==> config.mk <==
export PLATFORM = sky130hd
export DESIGN_NAME = da_hash_filter
export DESIGN_NICKNAME = d
export VERILOG_FILES = /design/src/rtl/addr_filt_pkg.sv /design/src/rtl/afilt_cfg_regs.sv /design/src/rtl/afilt_addr_shift.sv /design/src/rtl/afilt_match.sv /design/src/rtl/da_hash_filter.sv
export SDC_FILE = /design/constraint.sdc
export NUM_CORES = 1
export LEC_CHECK = 0
export ABC_AREA = 0
export CORE_ASPECT_RATIO = 0.75
export CORE_MARGIN = 4
export CORE_UTILIZATION = 50
export CTS_CLUSTER_DIAMETER = 120
export DETAILED_ROUTE_END_ITERATION = 8
export PLACE_DENSITY = 0.66
export SYNTH_ARGS = -nofsm -noshare
export SYNTH_HDL_FRONTEND = slang
export SYNTH_SLANG_ARGS = --single-unit
export TNS_END_PERCENT = 10
==> constraint.sdc <==
create_clock -name clk -period 4.1 [get_ports clk]
set_input_delay 0.41 -clock clk [delete_from_list [all_inputs] [get_ports clk]]
set_output_delay 0.41 -clock clk [all_outputs]
set_load 0.05 [all_outputs]
==> src/rtl/addr_filt_pkg.sv <==
package addr_filt_pkg;
   localparam int ADDR_BYTES = 6;
   localparam int ADDR_W     = 8 * ADDR_BYTES;
   localparam int REG_W      = 32;
   localparam int SEL_W      = 4;

   localparam logic [SEL_W-1:0] SEL_STA_HI   = 4'd0;
   localparam logic [SEL_W-1:0] SEL_STA_LO   = 4'd1;
   localparam logic [SEL_W-1:0] SEL_CTRL     = 4'd2;
   localparam int               SEL_IND_BASE = 4;
   localparam int               SEL_GRP_BASE = 8;

   typedef struct packed {
      logic promisc;
      logic bc_reject;
   } ctrl_t;

   typedef struct packed {
      logic exact;
      logic ihash;
      logic ghash;
      logic bcast;
      logic accept;
   } verdict_t;

   // one byte through a reflected CRC, low bit first
   function automatic logic [31:0] crc_feed_byte(input logic [31:0] c,
                                                 input logic [7:0]  b,
                                                 input logic [31:0] poly);
      logic [31:0] r;
      r = c;
      for (int i = 0; i < 8; i++) begin
         if (b[i] ^ r[0]) r = (r >> 1) ^ poly;
         else             r = r >> 1;
      end
      return r;
   endfunction
endpackage

==> src/rtl/afilt_cfg_regs.sv <==
module afilt_cfg_regs
   import addr_filt_pkg::*;
#(
   parameter int HASH_BITS = 6
) (
   input  logic                      clk,
   input  logic                      rst_n,
   input  logic                      we,
   input  logic [SEL_W-1:0]          sel,
   input  logic [REG_W-1:0]          wdata,
   output logic [ADDR_W-1:0]         sta_addr,
   output ctrl_t                     ctrl,
   output logic [(1<<HASH_BITS)-1:0] itab,
   output logic [(1<<HASH_BITS)-1:0] gtab
);
   localparam int TAB_BITS   = 1 << HASH_BITS;
   localparam int HASH_WORDS = TAB_BITS / REG_W;

   logic [REG_W-1:0] sta_hi_q;
   logic [15:0]      sta_lo_q;
   ctrl_t            ctrl_q;

   always_ff @(posedge clk or negedge rst_n) begin
      if (!rst_n) begin
         sta_hi_q <= '0;
         sta_lo_q <= '0;
         ctrl_q   <= '0;
      end else if (we) begin
         if (sel == SEL_STA_HI) sta_hi_q <= wdata;
         if (sel == SEL_STA_LO) sta_lo_q <= wdata[31:16];
         if (sel == SEL_CTRL) begin
            ctrl_q.promisc   <= wdata[0];
            ctrl_q.bc_reject <= wdata[1];
         end
      end
   end

   assign sta_addr = {sta_hi_q, sta_lo_q};
   assign ctrl     = ctrl_q;

   for (genvar w = 0; w < HASH_WORDS; w++) begin : g_word
      localparam logic [SEL_W-1:0] IND_SEL = SEL_W'(SEL_IND_BASE + w);
      localparam logic [SEL_W-1:0] GRP_SEL = SEL_W'(SEL_GRP_BASE + w);
      logic [REG_W-1:0] iw_q;
      logic [REG_W-1:0] gw_q;
      always_ff @(posedge clk or negedge rst_n) begin
         if (!rst_n) begin
            iw_q <= '0;
            gw_q <= '0;
         end else if (we) begin
            if (sel == IND_SEL) iw_q <= wdata;
            if (sel == GRP_SEL) gw_q <= wdata;
         end
      end
      assign itab[w*REG_W +: REG_W] = iw_q;
      assign gtab[w*REG_W +: REG_W] = gw_q;
   end
endmodule

==> src/rtl/afilt_addr_shift.sv <==
module afilt_addr_shift
   import addr_filt_pkg::*;
#(
   parameter int          HASH_BITS = 6,
   parameter logic [31:0] POLY      = 32'hEDB88320,
   parameter logic [31:0] CRC_INIT  = 32'hFFFFFFFF
) (
   input  logic                 clk,
   input  logic                 rst_n,
   input  logic                 in_valid,
   input  logic                 in_last,
   input  logic [7:0]           in_byte,
   output logic                 done,
   output logic [ADDR_W-1:0]    full_addr,
   output logic [HASH_BITS-1:0] hash_idx
);
   localparam int CNT_W = $clog2(ADDR_BYTES);
   localparam logic [CNT_W-1:0] LAST_IDX = CNT_W'(ADDR_BYTES - 1);

   logic [CNT_W-1:0]    cnt_q;
   logic [31:0]         crc_q;
   logic [31:0]         crc_nxt;
   logic [ADDR_W-9:0]   addr_q;
   logic                skip_q;
   logic                take;

   assign take      = in_valid && !skip_q;
   assign done      = take && (cnt_q == LAST_IDX);
   assign crc_nxt   = crc_feed_byte(crc_q, in_byte, POLY);
   assign full_addr = {addr_q, in_byte};
   assign hash_idx  = crc_nxt[31 -: HASH_BITS];

   always_ff @(posedge clk or negedge rst_n) begin
      if (!rst_n) begin
         cnt_q  <= '0;
         crc_q  <= CRC_INIT;
         addr_q <= '0;
         skip_q <= 1'b0;
      end else if (in_valid) begin
         if (skip_q) begin
            if (in_last) skip_q <= 1'b0;
         end else begin
            addr_q <= {addr_q[ADDR_W-17:0], in_byte};
            if (done || in_last) begin
               cnt_q  <= '0;
               crc_q  <= CRC_INIT;
               skip_q <= done && !in_last;
            end else begin
               cnt_q  <= cnt_q + 1'b1;
               crc_q  <= crc_nxt;
            end
         end
      end
   end

   assert_cnt_range_R8: assert property (@(posedge clk) disable iff (!rst_n)
      cnt_q <= LAST_IDX);
   assert_skip_idle_R8: assert property (@(posedge clk) disable iff (!rst_n)
      skip_q |-> (cnt_q == '0 && crc_q == CRC_INIT));
endmodule

==> src/rtl/afilt_match.sv <==
module afilt_match
   import addr_filt_pkg::*;
#(
   parameter int HASH_BITS = 6
) (
   input  logic [ADDR_W-1:0]         full_addr,
   input  logic [HASH_BITS-1:0]      hash_idx,
   input  logic [ADDR_W-1:0]         sta_addr,
   input  ctrl_t                     ctrl,
   input  logic [(1<<HASH_BITS)-1:0] itab,
   input  logic [(1<<HASH_BITS)-1:0] gtab,
   output verdict_t                  verdict
);
   logic is_grp;
   logic is_bc;

   assign is_grp = full_addr[ADDR_W-8];
   assign is_bc  = &full_addr;

   always_comb begin
      verdict.bcast  = is_bc;
      verdict.exact  = !is_grp && (full_addr == sta_addr);
      verdict.ihash  = !is_grp && itab[hash_idx];
      verdict.ghash  = is_grp && gtab[hash_idx];
      verdict.accept = ctrl.promisc || verdict.exact || verdict.ihash ||
                       (is_bc ? !ctrl.bc_reject : verdict.ghash);
   end
endmodule

==> src/rtl/da_hash_filter.sv <==
module da_hash_filter
   import addr_filt_pkg::*;
#(
   parameter int          HASH_BITS = 6,
   parameter logic [31:0] POLY      = 32'hEDB88320,
   parameter logic [31:0] CRC_INIT  = 32'hFFFFFFFF
) (
   input  logic        clk,
   input  logic        rst_n,
   input  logic        cfg_we,
   input  logic [3:0]  cfg_sel,
   input  logic [31:0] cfg_wdata,
   input  logic        in_valid,
   input  logic        in_last,
   input  logic [7:0]  in_byte,
   output logic        out_valid,
   output logic        out_accept,
   output logic        out_exact,
   output logic        out_ihash,
   output logic        out_ghash,
   output logic        out_bcast
);
   localparam int TAB_BITS = 1 << HASH_BITS;

   if (HASH_BITS < 5 || HASH_BITS > 7) begin : g_bad_hash
      $error("HASH_BITS must be 5..7 so tables fit the select map");
   end

   logic [ADDR_W-1:0]    sta_addr;
   ctrl_t                ctrl;
   logic [TAB_BITS-1:0]  itab;
   logic [TAB_BITS-1:0]  gtab;
   logic                 done;
   logic [ADDR_W-1:0]    full_addr;
   logic [HASH_BITS-1:0] hash_idx;
   verdict_t             verdict;
   verdict_t             res_q;
   logic                 valid_q;

   afilt_cfg_regs #(.HASH_BITS(HASH_BITS)) u_cfg (
      .clk(clk), .rst_n(rst_n), .we(cfg_we), .sel(cfg_sel), .wdata(cfg_wdata),
      .sta_addr(sta_addr), .ctrl(ctrl), .itab(itab), .gtab(gtab));

   afilt_addr_shift #(.HASH_BITS(HASH_BITS), .POLY(POLY), .CRC_INIT(CRC_INIT)) u_shift (
      .clk(clk), .rst_n(rst_n), .in_valid(in_valid), .in_last(in_last),
      .in_byte(in_byte), .done(done), .full_addr(full_addr), .hash_idx(hash_idx));

   afilt_match #(.HASH_BITS(HASH_BITS)) u_match (
      .full_addr(full_addr), .hash_idx(hash_idx), .sta_addr(sta_addr),
      .ctrl(ctrl), .itab(itab), .gtab(gtab), .verdict(verdict));

   always_ff @(posedge clk or negedge rst_n) begin
      if (!rst_n) begin
         valid_q <= 1'b0;
         res_q   <= '0;
      end else begin
         valid_q <= done;
         res_q   <= done ? verdict : '0;
      end
   end

   assign out_valid  = valid_q;
   assign out_accept = res_q.accept;
   assign out_exact  = res_q.exact;
   assign out_ihash  = res_q.ihash;
   assign out_ghash  = res_q.ghash;
   assign out_bcast  = res_q.bcast;

   assert_single_pulse_R7: assert property (@(posedge clk) disable iff (!rst_n)
      out_valid |=> !out_valid);
   assert_result_timing_R7: assert property (@(posedge clk) disable iff (!rst_n)
      done |=> out_valid);
   assert_quiet_flags_R11: assert property (@(posedge clk) disable iff (!rst_n)
      !out_valid |-> !(out_accept || out_exact || out_ihash || out_ghash || out_bcast));
   assert_promisc_accept_R10: assert property (@(posedge clk) disable iff (!rst_n)
      (out_valid && $past(ctrl.promisc)) |-> out_accept);
   assert_bcast_reject_R9: assert property (@(posedge clk) disable iff (!rst_n)
      (out_valid && out_bcast && $past(ctrl.bc_reject) && !$past(ctrl.promisc))
      |-> !out_accept);
   assert_group_tables_R6: assert property (@(posedge clk) disable iff (!rst_n)
      out_ghash |-> !(out_exact || out_ihash));
endmodule

==> impl_metrics.py, run 1 <==
metrics = {
    "grt": {
        "antenna_found_initial": 1,
        "grt_pass1_vias": 7987,
        "grt_util_all_layers_pct": 24.88,
        "grt_overflow_total": 0,
        "grt_max_degree": 122,
        "grt_pass1_wl_um": 51160,
    },
    "yosys": {
        "synth_area_um2": 12270,
        "synth-seq-cells": 260,
        "synth_top_area_share_pct": 46.50,
        "synth_top_cell_by_area": "dfrtp_1",
        "yosysWarnings": 0,
        "synth_nets": 1047,
        "synth_seq_area_share_pct": 53.36,
        "synthCells": 996,
        "syn_area_per_cell_um2": 12.32,
        "yosysMostFrequentCell": "dfrtp_1",
        "synth_common_cells": "dfrtp_1 (228), mux2_2 (179), nand2_1 (133)",
        "synth_cell_types": 50,
        "async_reset_ff_share_pct": 100.0,
        "synth-edff-count": 0,
        "synth_area_leaders": "dfrtp_1 (47%), mux2_2 (16%), dfstp_2 (6.9%)",
        "synth_flop_cell": "dfrtp_1",
    },
    "finish": {
        "drive_gt1_share_pct": 30.19,
        "nets": 1126,
        "n_fill_cell": 2007,
        "final_util_pct": 58.97,
        "n_antenna_cell": 0,
        "syn_to_final_growth_pct": 15.50,
    },
    "clock_tree": {
        "post_cts_buffers": 0,
        "clk_latency_ps": 520,
        "tritoncts": "built",
        "clockBufferDepth": 3,
        "clk_pin_slew_ps": 70,
        "htreeDepth": 1,
        "cts_buffers": 25,
        "cts_hold_buf": 0,
        "cts_sinks": 260,
        "cts_root_buf": "clkbuf_16",
        "post_cts_resized": 0,
    },
    "power": {
        "p_sw_mw": 4.699,
        "clockPowerShare_pct": 17.9,
        "p_int_mw": 7.565,
        "leakagePower_nw": 6.092,
        "peakVddDrop_v": 0.0005379,
        "swShare_pct": 38.31,
        "pwr_density_cell_nw_per_um2": 865.4,
        "p_total_mw": 12.26,
        "pwr-share-seq_pct": 31.6,
        "p_comb_share_pct": 50.5,
    },
    "placed_design": {
        "finalWeightedCongestion": 0.9010,
        "hpwl_um": 23740,
        "numPortBuffers": 54,
        "pre_cts_slack_ps": 253.5,
    },
    "die": {
        "core_area_um2": 24030,
        "fp.dieW_um": 188.9,
        "dieHeight_um": 143.7,
        "row_count": 49,
        "pin_count": 55,
        "die_area_um2": 27130,
        "initial_core_util_pct": 51.05,
    },
    "sta": {
        "timing.fmax_mhz": 289.1,
        "finalSetupViolations": 0,
        "hold_viol": 9,
        "fin_setup_tns_ps": 0,
        "slew-limit-headroom_pct": 26.71,
        "timing.final.ws_setup_ps": 641.2,
        "slew_violations": 0,
        "rsz0062_at_grt": "no",
        "fin_crit_sh_pct": 84.36,
        "final.min_clock_period_ps": 3459,
        "tightest_slew_ps": 1091,
        "hold_slack_ps": -38.51,
        "finalClockSkew_ps": 7.050,
    },
    "run_status": {
        "status": "complete, but fails checks",
        "violations": "negative hold slack",
    },
    "route": {
        "drt-vias-per-instance": 5.743,
        "antenna_left": 0,
        "highest_layer": "met4",
        "dr_wl_met3_um": 2428,
        "wl_per_cell_um": 23.45,
        "drtPass1Iterations": 5,
        "vias": 8178,
        "wl_met2_um": 14380,
        "wl_met1_um": 16140,
        "drt_wl_total_um": 33390,
        "drcViolationCount": 0,
        "drt_iter0_markers": 809,
    },
    "worst_hold_path": {
        "hp-class": "input pin to asynchronous set/reset pin",
    },
    "run": {
        "maxCapViolCount": 0,
    },
    "setup_path": {
        "worst_ep_arrival_time_ps": 3870,
        "crit_path_start_kind": "flip-flop",
        "endpoint_kind": "flip-flop",
        "cp_max_fo": 13,
        "worstSetupPathType": "flip-flop to flip-flop",
        "required_ps": 4510,
    },
}
sequential cells by signal (all words and copies together), names as in the netlist, 2 cells and up:
signal and flops:
u_cfg.sta_lo_q 16, u_shift.cnt_q 3, u_cfg.ctrl 2, u_cfg.g_word.iw_q 64, u_cfg.sta_hi_q 32, u_shift.addr_q 40, u_shift.crc_q 32, u_cfg.g_word.gw_q 64
routing by layer:
| layer | vias to the layer above | track usage [%] |
|---|---|---|
| li1 | 3647 | - |
| met2 | 270 | 36.33 |
| met3 | 33 | 4.541 |
| met5 | - | 0 |
| met1 | 4228 | 39.81 |
| met4 | 0 | 3.680 |
critical path, stage by stage (launching register included):
cell and delay, ps:
dfstp_2 640, xor2_4 160, xnor3_2 470, xnor3_2 530, buf_4 270, mux4_2 500
nor2_1 100, nor2_1 70, o22ai_1 190, a211oi_2 120, a211o_1 290
cell type report:
type,count,area (um^2),share of cell area (%)
Timing Repair Buffer,97,893.4,6.304
Clock buffer,34,709.4,5.006
Multi-Input combinational cell,686,5533,39.04
Sequential cell,260,6546,46.19
Tap cell,331,414.1,2.922
Inverter,5,18.77,0.1324
Clock inverter,11,56.30,0.3973
worst paths after layout:
check | depth (start not counted) | end | slack [ps] | from
worst max-delay path | 10 | out_accept | 640 | u_shift.crc_q[4]
worst min-delay path | 1 | u_shift.cnt_q[2] | -40 | rst_n
worst max register to register | 10 | out_accept | 640 | u_shift.crc_q[4]
worst min register to register | 1 | u_cfg.g_word[1].iw_q[20] | 500 | u_cfg.g_word[1].iw_q[20]
max in group asynchronous | 2 | u_cfg.g_word[0].iw_q[8] | 3120 | rst_n
min in group clk | 1 | u_cfg.g_word[1].iw_q[20] | 500 | u_cfg.g_word[1].iw_q[20]
stage by stage:
stage | instances | instance area, um^2 | hold slack (ps)
after floorplan | 996 | 12270 | 114.4
after global placement | 1379 | 13410 | 482.0
after detailed placement | 1379 | 13410 | 488.9
after CTS | 1424 | 14170 | 12.16
after global routing | 1424 | 14170 | 49.41
final | 1424 | 14170 | -38.51
logic make-up after synthesis:
logic type	Yosys count	synth area share (%)
compound gates	71	3.569
xor+xnor	123	9.923
fa+ha+maj	2	0.2039
buf+inv	50	1.713
flops	260	53.36
mux	217	21.36
simple gates	273	9.871
cells in the final DEF, fill, tap and decap left out, types with 5 or more instances in the layout:
| master | instances |
|---|---|
| clkbuf_8 | 5 |
| nor2_1 | 60 |
| buf_4 | 41 |
| dfrtp_1 | 228 |
| o21ai_0 | 10 |
| xnor2_1 | 88 |
| mux2_2 | 179 |
| nand3_1 | 11 |
| clkdlybuf4s50_1 | 53 |
| nand4_1 | 27 |
| nor3_1 | 9 |
| nand2_1 | 133 |
| xnor2_2 | 7 |
| a21oi_1 | 35 |
| inv_1 | 5 |
| xor2_1 | 22 |
| o22ai_1 | 9 |
| nor4_1 | 11 |
| mux4_2 | 18 |
| dfstp_2 | 32 |
| mux2i_1 | 20 |
| clkbuf_16 | 25 |
| clkinv_2 | 9 |
power groups by stage:
| stage | clock (mW) | combinational, mW | sequential, mW |
|---|---|---|---|
| 2_1_floorplan | 0 | 4.56 | 3.67 |
| 3_3_place_gp | 0 | 6.01 | 3.90 |
| 3_5_place_dp | 0 | 6.11 | 3.90 |
| 4_1_cts | 2.23 | 6.15 | 3.87 |
| 5_1_grt | 2.34 | 6.66 | 3.94 |
| 6_report | 2.19 | 6.19 | 3.88 |
No activity file was read; power rests on OpenSTA's default activity.
==> run 2, diff against run 1 <==
==> constraint.sdc (replaced) <==
create_clock -name clk -period 3.4 [get_ports clk]
set_input_delay 0.34 -clock clk [delete_from_list [all_inputs] [get_ports clk]]
set_output_delay 0.34 -clock clk [all_outputs]
set_load 0.05 [all_outputs]
==> run 2 against run 1 <==
Net effect:
- the run now ends clean
- first-iteration DRC count fell by 12%
- utilization rose by 2.0 points
- maximum frequency rose by 7.7%
- total power rose by 32%
- register-to-register slack got worse by 450 ps
- sequential power rose by 20%
- clock skew rose by 4.2 ps
- sequential cell count did not move
- die area did not move
- cell count rose by 2.0%
- sequential share of layout area fell by 1.5 points
- critical path type unchanged
- critical endpoint unchanged
- largest cell class unchanged
==> impl_metrics.py, run 2 (synthesis gave the netlist of run 1 again) <==
metrics = {
    "run_status": {
        "status": "finished, final reports clean",
    },
    "finish": {
        "syn_to_final_growth_pct": 19.36,
        "nets": 1152,
        "n_fill_cell": 1998,
        "reg.largest.list": "u_cfg.g_word.gw_q x64, u_cfg.g_word.iw_q x64, u_shift.addr_q x40",
        "n_antenna_cell": 0,
        "regArea_um2": 6546,
        "multi_input_area_um2": 5544,
        "mostFrequentLayoutCells": "dfrtp_1 (228), mux2_2 (179), nand2_1 (133)",
        "final_common_cell": "dfrtp_1",
        "drive_gt1_share_pct": 31.76,
    },
    "die": {
        "dieHeight_um": 143.7,
        "die_area_um2": 27130,
        "fp.dieW_um": 188.9,
        "initial_core_util_pct": 51.05,
        "pin_count": 55,
        "row_count": 49,
        "core_area_um2": 24030,
    },
    "route": {
        "antenna_left": 0,
        "drcViolationCount": 0,
        "wl_per_cell_um": 22.88,
        "drt_iter0_markers": 712,
        "drt-vias-per-instance": 5.715,
        "vias": 8298,
        "drt_wl_total_um": 33220,
        "drtPass1Iterations": 5,
    },
    "power": {
        "pwr_density_cell_nw_per_um2": 1107,
        "peakVddDrop_v": 0.0006374,
        "leakagePower_nw": 6.322,
        "p_total_mw": 16.21,
    },
    "grt": {
        "grt_util_all_layers_pct": 24.94,
        "grt_max_degree": 105,
        "grt_pass1_vias": 8286,
        "grt_overflow_total": 0,
        "grt_pass1_wl_um": 51470,
        "antenna_found_initial": 0,
    },
    "clock_tree": {
        "clockBufferDepth": 3,
        "tritoncts": "built",
        "clk_pin_slew_ps": 70,
        "cts_buffers": 26,
        "cts_sinks": 260,
        "htreeDepth": 1,
        "clk_latency_ps": 530,
        "post_cts_buffers": 0,
        "cts_root_buf": "clkbuf_16",
    },
    "setup_path": {
        "cp_max_fo": 10,
        "endpoint_kind": "flip-flop",
        "crit_path_start_kind": "flip-flop",
        "required_ps": 3820,
        "worstSetupPathType": "flip-flop to flip-flop",
        "worst_ep_arrival_time_ps": 3630,
    },
    "placed_design": {
        "hpwl_um": 23530,
        "numPortBuffers": 54,
        "finalWeightedCongestion": 0.9347,
    },
    "sta": {
        "final.min_clock_period_ps": 3211,
        "timing.fmax_mhz": 311.4,
        "rsz0062_at_grt": "no",
        "hold_viol": 0,
        "tightest_slew_ps": 844.4,
        "fin_crit_sh_pct": 94.44,
        "fin_setup_tns_ps": 0,
        "slew_violations": 0,
        "slew-limit-headroom_pct": 43.71,
        "finalClockSkew_ps": 11.24,
        "finalSetupViolations": 0,
    },
    "run": {
        "maxCapViolCount": 0,
    },
    "worst_hold_path": {
        "hp-class": "input pin to flip-flop",
    },
}
-- run 2: repair_timing --
item,CTS,global route
gates resized for setup,0,2
endpoints found under the setup margin,0,1
hold endpoints to repair,92,0
hold buffers,1,0
-- run 2: power breakdown --
group	total, mW	switching (mW)	internal, mW
clock	3.22	1.22	2.00
combinational	8.34	3.98	4.36
sequential	4.65	0.677	3.97
total	16.2	5.88	10.3
-- run 2: layer usage --
| layer | wire length [um] | up-vias | global-route usage, % |
|---|---|---|---|
| li1 | - | 3709 | - |
| met1 | 16100 | 4287 | 39.55 |
| met2 | 14240 | 256 | 36.18 |
| met3 | 2217 | 46 | 4.395 |
| met4 | 664 | 0 | 5.213 |
| met5 | 0 | - | 0 |
-- run 2: through the flow --
step           instances  cell area (um^2)  worst slack (ps)  hold WS, ps  util [%]
6_report            1452             14640             188.9        421.5     60.93
5_1_grt             1452             14640             31.22        397.1     60.93
3_5_place_dp        1403             13650            -186.2        443.1     56.79
2_1_floorplan        996             12270             46.88        44.41         -
4_1_cts             1452             14630             141.3        406.5     60.87
3_3_place_gp        1403             13650            -140.6        447.4     56.79
-- run 2: area by class of cell --
class,count,area share [%]
tap,331,2.828
clock inverter,8,1.136
inverter,5,0.1282
sequential,260,44.70
timing repair buffer,122,7.852
multi-input combinational,686,37.86
clock buffer,40,5.494
-- run 2: path summary, 6_finish.rpt --
| path | startpoint | endpoint | slack (ps) | depth (start not counted) |
|---|---|---|---|---|
| setup / recovery | u_shift.crc_q[4] | out_accept | 190 | 11 |
| hold / removal | in_last | u_shift.skip_q | 420 | 2 |
| setup reg to reg | u_shift.crc_q[4] | out_accept | 190 | 11 |
| hold reg to reg | u_cfg.g_word[1].iw_q[20] | u_cfg.g_word[1].iw_q[20] | 500 | 1 |
| max in group asynchronous | rst_n | u_shift.crc_q[27] | 2060 | 3 |
| min in group asynchronous | rst_n | u_shift.addr_q[12] | 460 | 2 |
-- run 2: worst max-delay path, stage by stage, from the launching register on --
cell      delay [ps]
dfstp_2          650
xor2_4           160
xnor3_2          440
xnor3_2          260
buf_12           150
buf_4            150
mux4_2           500
mux2i_1          190
o21ai_0          100
nor2_1           160
a211oi_2          80
a211o_1          260
==> run 3, diff against run 2 <==
--- a/config.mk
+++ b/config.mk
@@ -7,7 +7,7 @@
 export LEC_CHECK = 0
 export ABC_AREA = 0
 export CORE_ASPECT_RATIO = 0.75
-export CORE_MARGIN = 4
+export CORE_MARGIN = 10
 export CORE_UTILIZATION = 50
 export CTS_CLUSTER_DIAMETER = 120
 export DETAILED_ROUTE_END_ITERATION = 8
==> run 3 against run 2 <==
Net effect:
- first-iteration DRC count shrank 2.9%
- non-clock buffer count up 4
- maximum frequency fell by 1.7%
- critical endpoint unchanged
- largest cell class unchanged
- largest power group unchanged
- highest routed layer unchanged
==> impl_metrics.py, run 3 (synthesis gave the netlist of run 1 again) <==
metrics = {
    "run_status": {
        "status": "finished, final reports clean",
    },
    "finish": {
        "final_common_cell": "dfrtp_1",
        "reg.largest.list": "u_cfg.g_word.gw_q x64, u_cfg.g_word.iw_q x64, u_shift.addr_q x40",
        "regArea_um2": 6546,
        "n_antenna_cell": 0,
        "nets": 1156,
        "multi_input_area_um2": 5547,
        "n_fill_cell": 1944,
        "final_util_pct": 60.27,
        "drive_gt1_share_pct": 31.56,
        "mostFrequentLayoutCells": "dfrtp_1 (228), mux2_2 (179), nand2_1 (133)",
        "syn_to_final_growth_pct": 18.05,
    },
    "grt": {
        "grt_util_all_layers_pct": 21.35,
        "grt_pass1_wl_um": 51740,
        "grt_pass1_vias": 8285,
        "antenna_found_initial": 0,
        "grt_max_degree": 102,
        "grt_overflow_total": 0,
    },
    "route": {
        "drt_iter0_markers": 691,
        "wl_met1_um": 15990,
        "drt-vias-per-instance": 5.688,
        "wl_per_cell_um": 22.93,
        "highest_layer": "met4",
        "drtPass1Iterations": 5,
        "drcViolationCount": 0,
        "vias": 8282,
        "dr_wl_met3_um": 2511,
        "drt_wl_total_um": 33390,
        "wl_met2_um": 14350,
        "antenna_left": 0,
    },
    "sta": {
        "slew_violations": 0,
        "fin_crit_sh_pct": 96.08,
        "final.min_clock_period_ps": 3267,
        "timing.fmax_mhz": 306.1,
        "finalClockSkew_ps": 16.52,
        "tightest_slew_ps": 783.8,
        "hold_viol": 0,
        "rsz0062_at_grt": "no",
        "slew-limit-headroom_pct": 47.75,
        "finalSetupViolations": 0,
    },
    "setup_path": {
        "rr_worst_depth": 10,
        "cp_max_fo": 5,
        "worstSetupPathType": "flip-flop to flip-flop",
        "endpoint_kind": "flip-flop",
        "reg2reg_slack_ps": 130,
        "worst_ep_arrival_time_ps": 3710,
        "required_ps": 3840,
        "crit_path_start_kind": "flip-flop",
    },
    "die": {
        "core_area_um2": 24030,
        "die_area_um2": 31270,
        "initial_core_util_pct": 51.05,
        "pin_count": 55,
        "fp.dieW_um": 200.9,
        "dieHeight_um": 155.7,
        "row_count": 49,
    },
    "run": {
        "maxCapViolCount": 0,
    },
    "placed_design": {
        "numPortBuffers": 54,
        "hpwl_um": 24310,
        "finalWeightedCongestion": 0.9004,
    },
    "worst_hold_path": {
        "holdPathStages": 2,
        "hp-class": "input pin to flip-flop",
    },
    "clock_tree": {
        "clk_pin_slew_ps": 70,
        "clk_latency_ps": 550,
        "tritoncts": "built",
        "htreeDepth": 1,
        "clockBufferDepth": 3,
        "cts_sinks": 260,
        "cts_buffers": 26,
        "cts_root_buf": "clkbuf_16",
    },
    "power": {
        "peakVddDrop_v": 0.0005972,
        "p_total_mw": 15.95,
        "pwr_density_cell_nw_per_um2": 1101,
        "leakagePower_nw": 6.251,
    },
}
==> run 3: routing by layer <==
| metal | vias up | GRT usage, % |
|---|---|---|
| li1 | 3707 | - |
| met1 | 4252 | 31.77 |
| met2 | 280 | 30.90 |
| met3 | 43 | 5.250 |
| met4 | 0 | 4.209 |
| met5 | - | 0 |
==> run 3: repair_timing <==
action,CTS,global route
buffers inserted,0,2
gates resized for setup,0,2
setup endpoints to repair,0,1
hold buffers,1,0
endpoints found under the hold margin,85,0
==> run 3: worst paths after layout <==
path / from / endpoint
min: in_last / u_shift.skip_q
max: u_shift.crc_q[4] / out_accept
min reg2reg: u_cfg.g_word[0].gw_q[21] / u_cfg.g_word[0].gw_q[21]
max reg2reg: u_shift.crc_q[4] / out_accept
max in group asynchronous: rst_n / u_cfg.g_word[1].gw_q[13]
min in group asynchronous: rst_n / u_shift.addr_q[7]
==> run 3: critical path: stages, from the launching register on <==
cell and delay [ps]:
dfstp_2 590, xor2_4 150, xnor3_2 440, xnor3_4 430, buf_12 180, mux4_2 420, a22o_1 240, nor4_1 220
a311o_1 180, a211oi_2 50, a211o_1 270
==> run 3: area by class of cell <==
cell class                 count  share of cell area [%]
timing repair buffer         126                   7.947
multi-input combinational    686                   38.29
inverter                       5                  0.1296
sequential                   260                   45.20
clock inverter                 7                  0.2678
tap                          331                   2.859
clock buffer                  41                   5.304
==> run 3: through the flow <==
stage	setup TNS (ps)	instances	setup slack, ps	hold slack (ps)	cell area (um^2)
6_report	0	1456	133.1	427.7	14480
5_1_grt	0	1456	9.538	440.1	14480
4_1_cts	0	1454	84.77	417.4	14440
3_5_place_dp	-361.2	1405	-265.8	446.5	13630
3_3_place_gp	-255.4	1405	-215.4	444.7	13630
2_1_floorplan	0	996	46.88	44.41	12270
==> run 3: report_power, final <==
part           internal, mW  switching, mW
Combinational          4.44           4.08
Clock                  1.55           1.23
Sequential             3.97          0.677
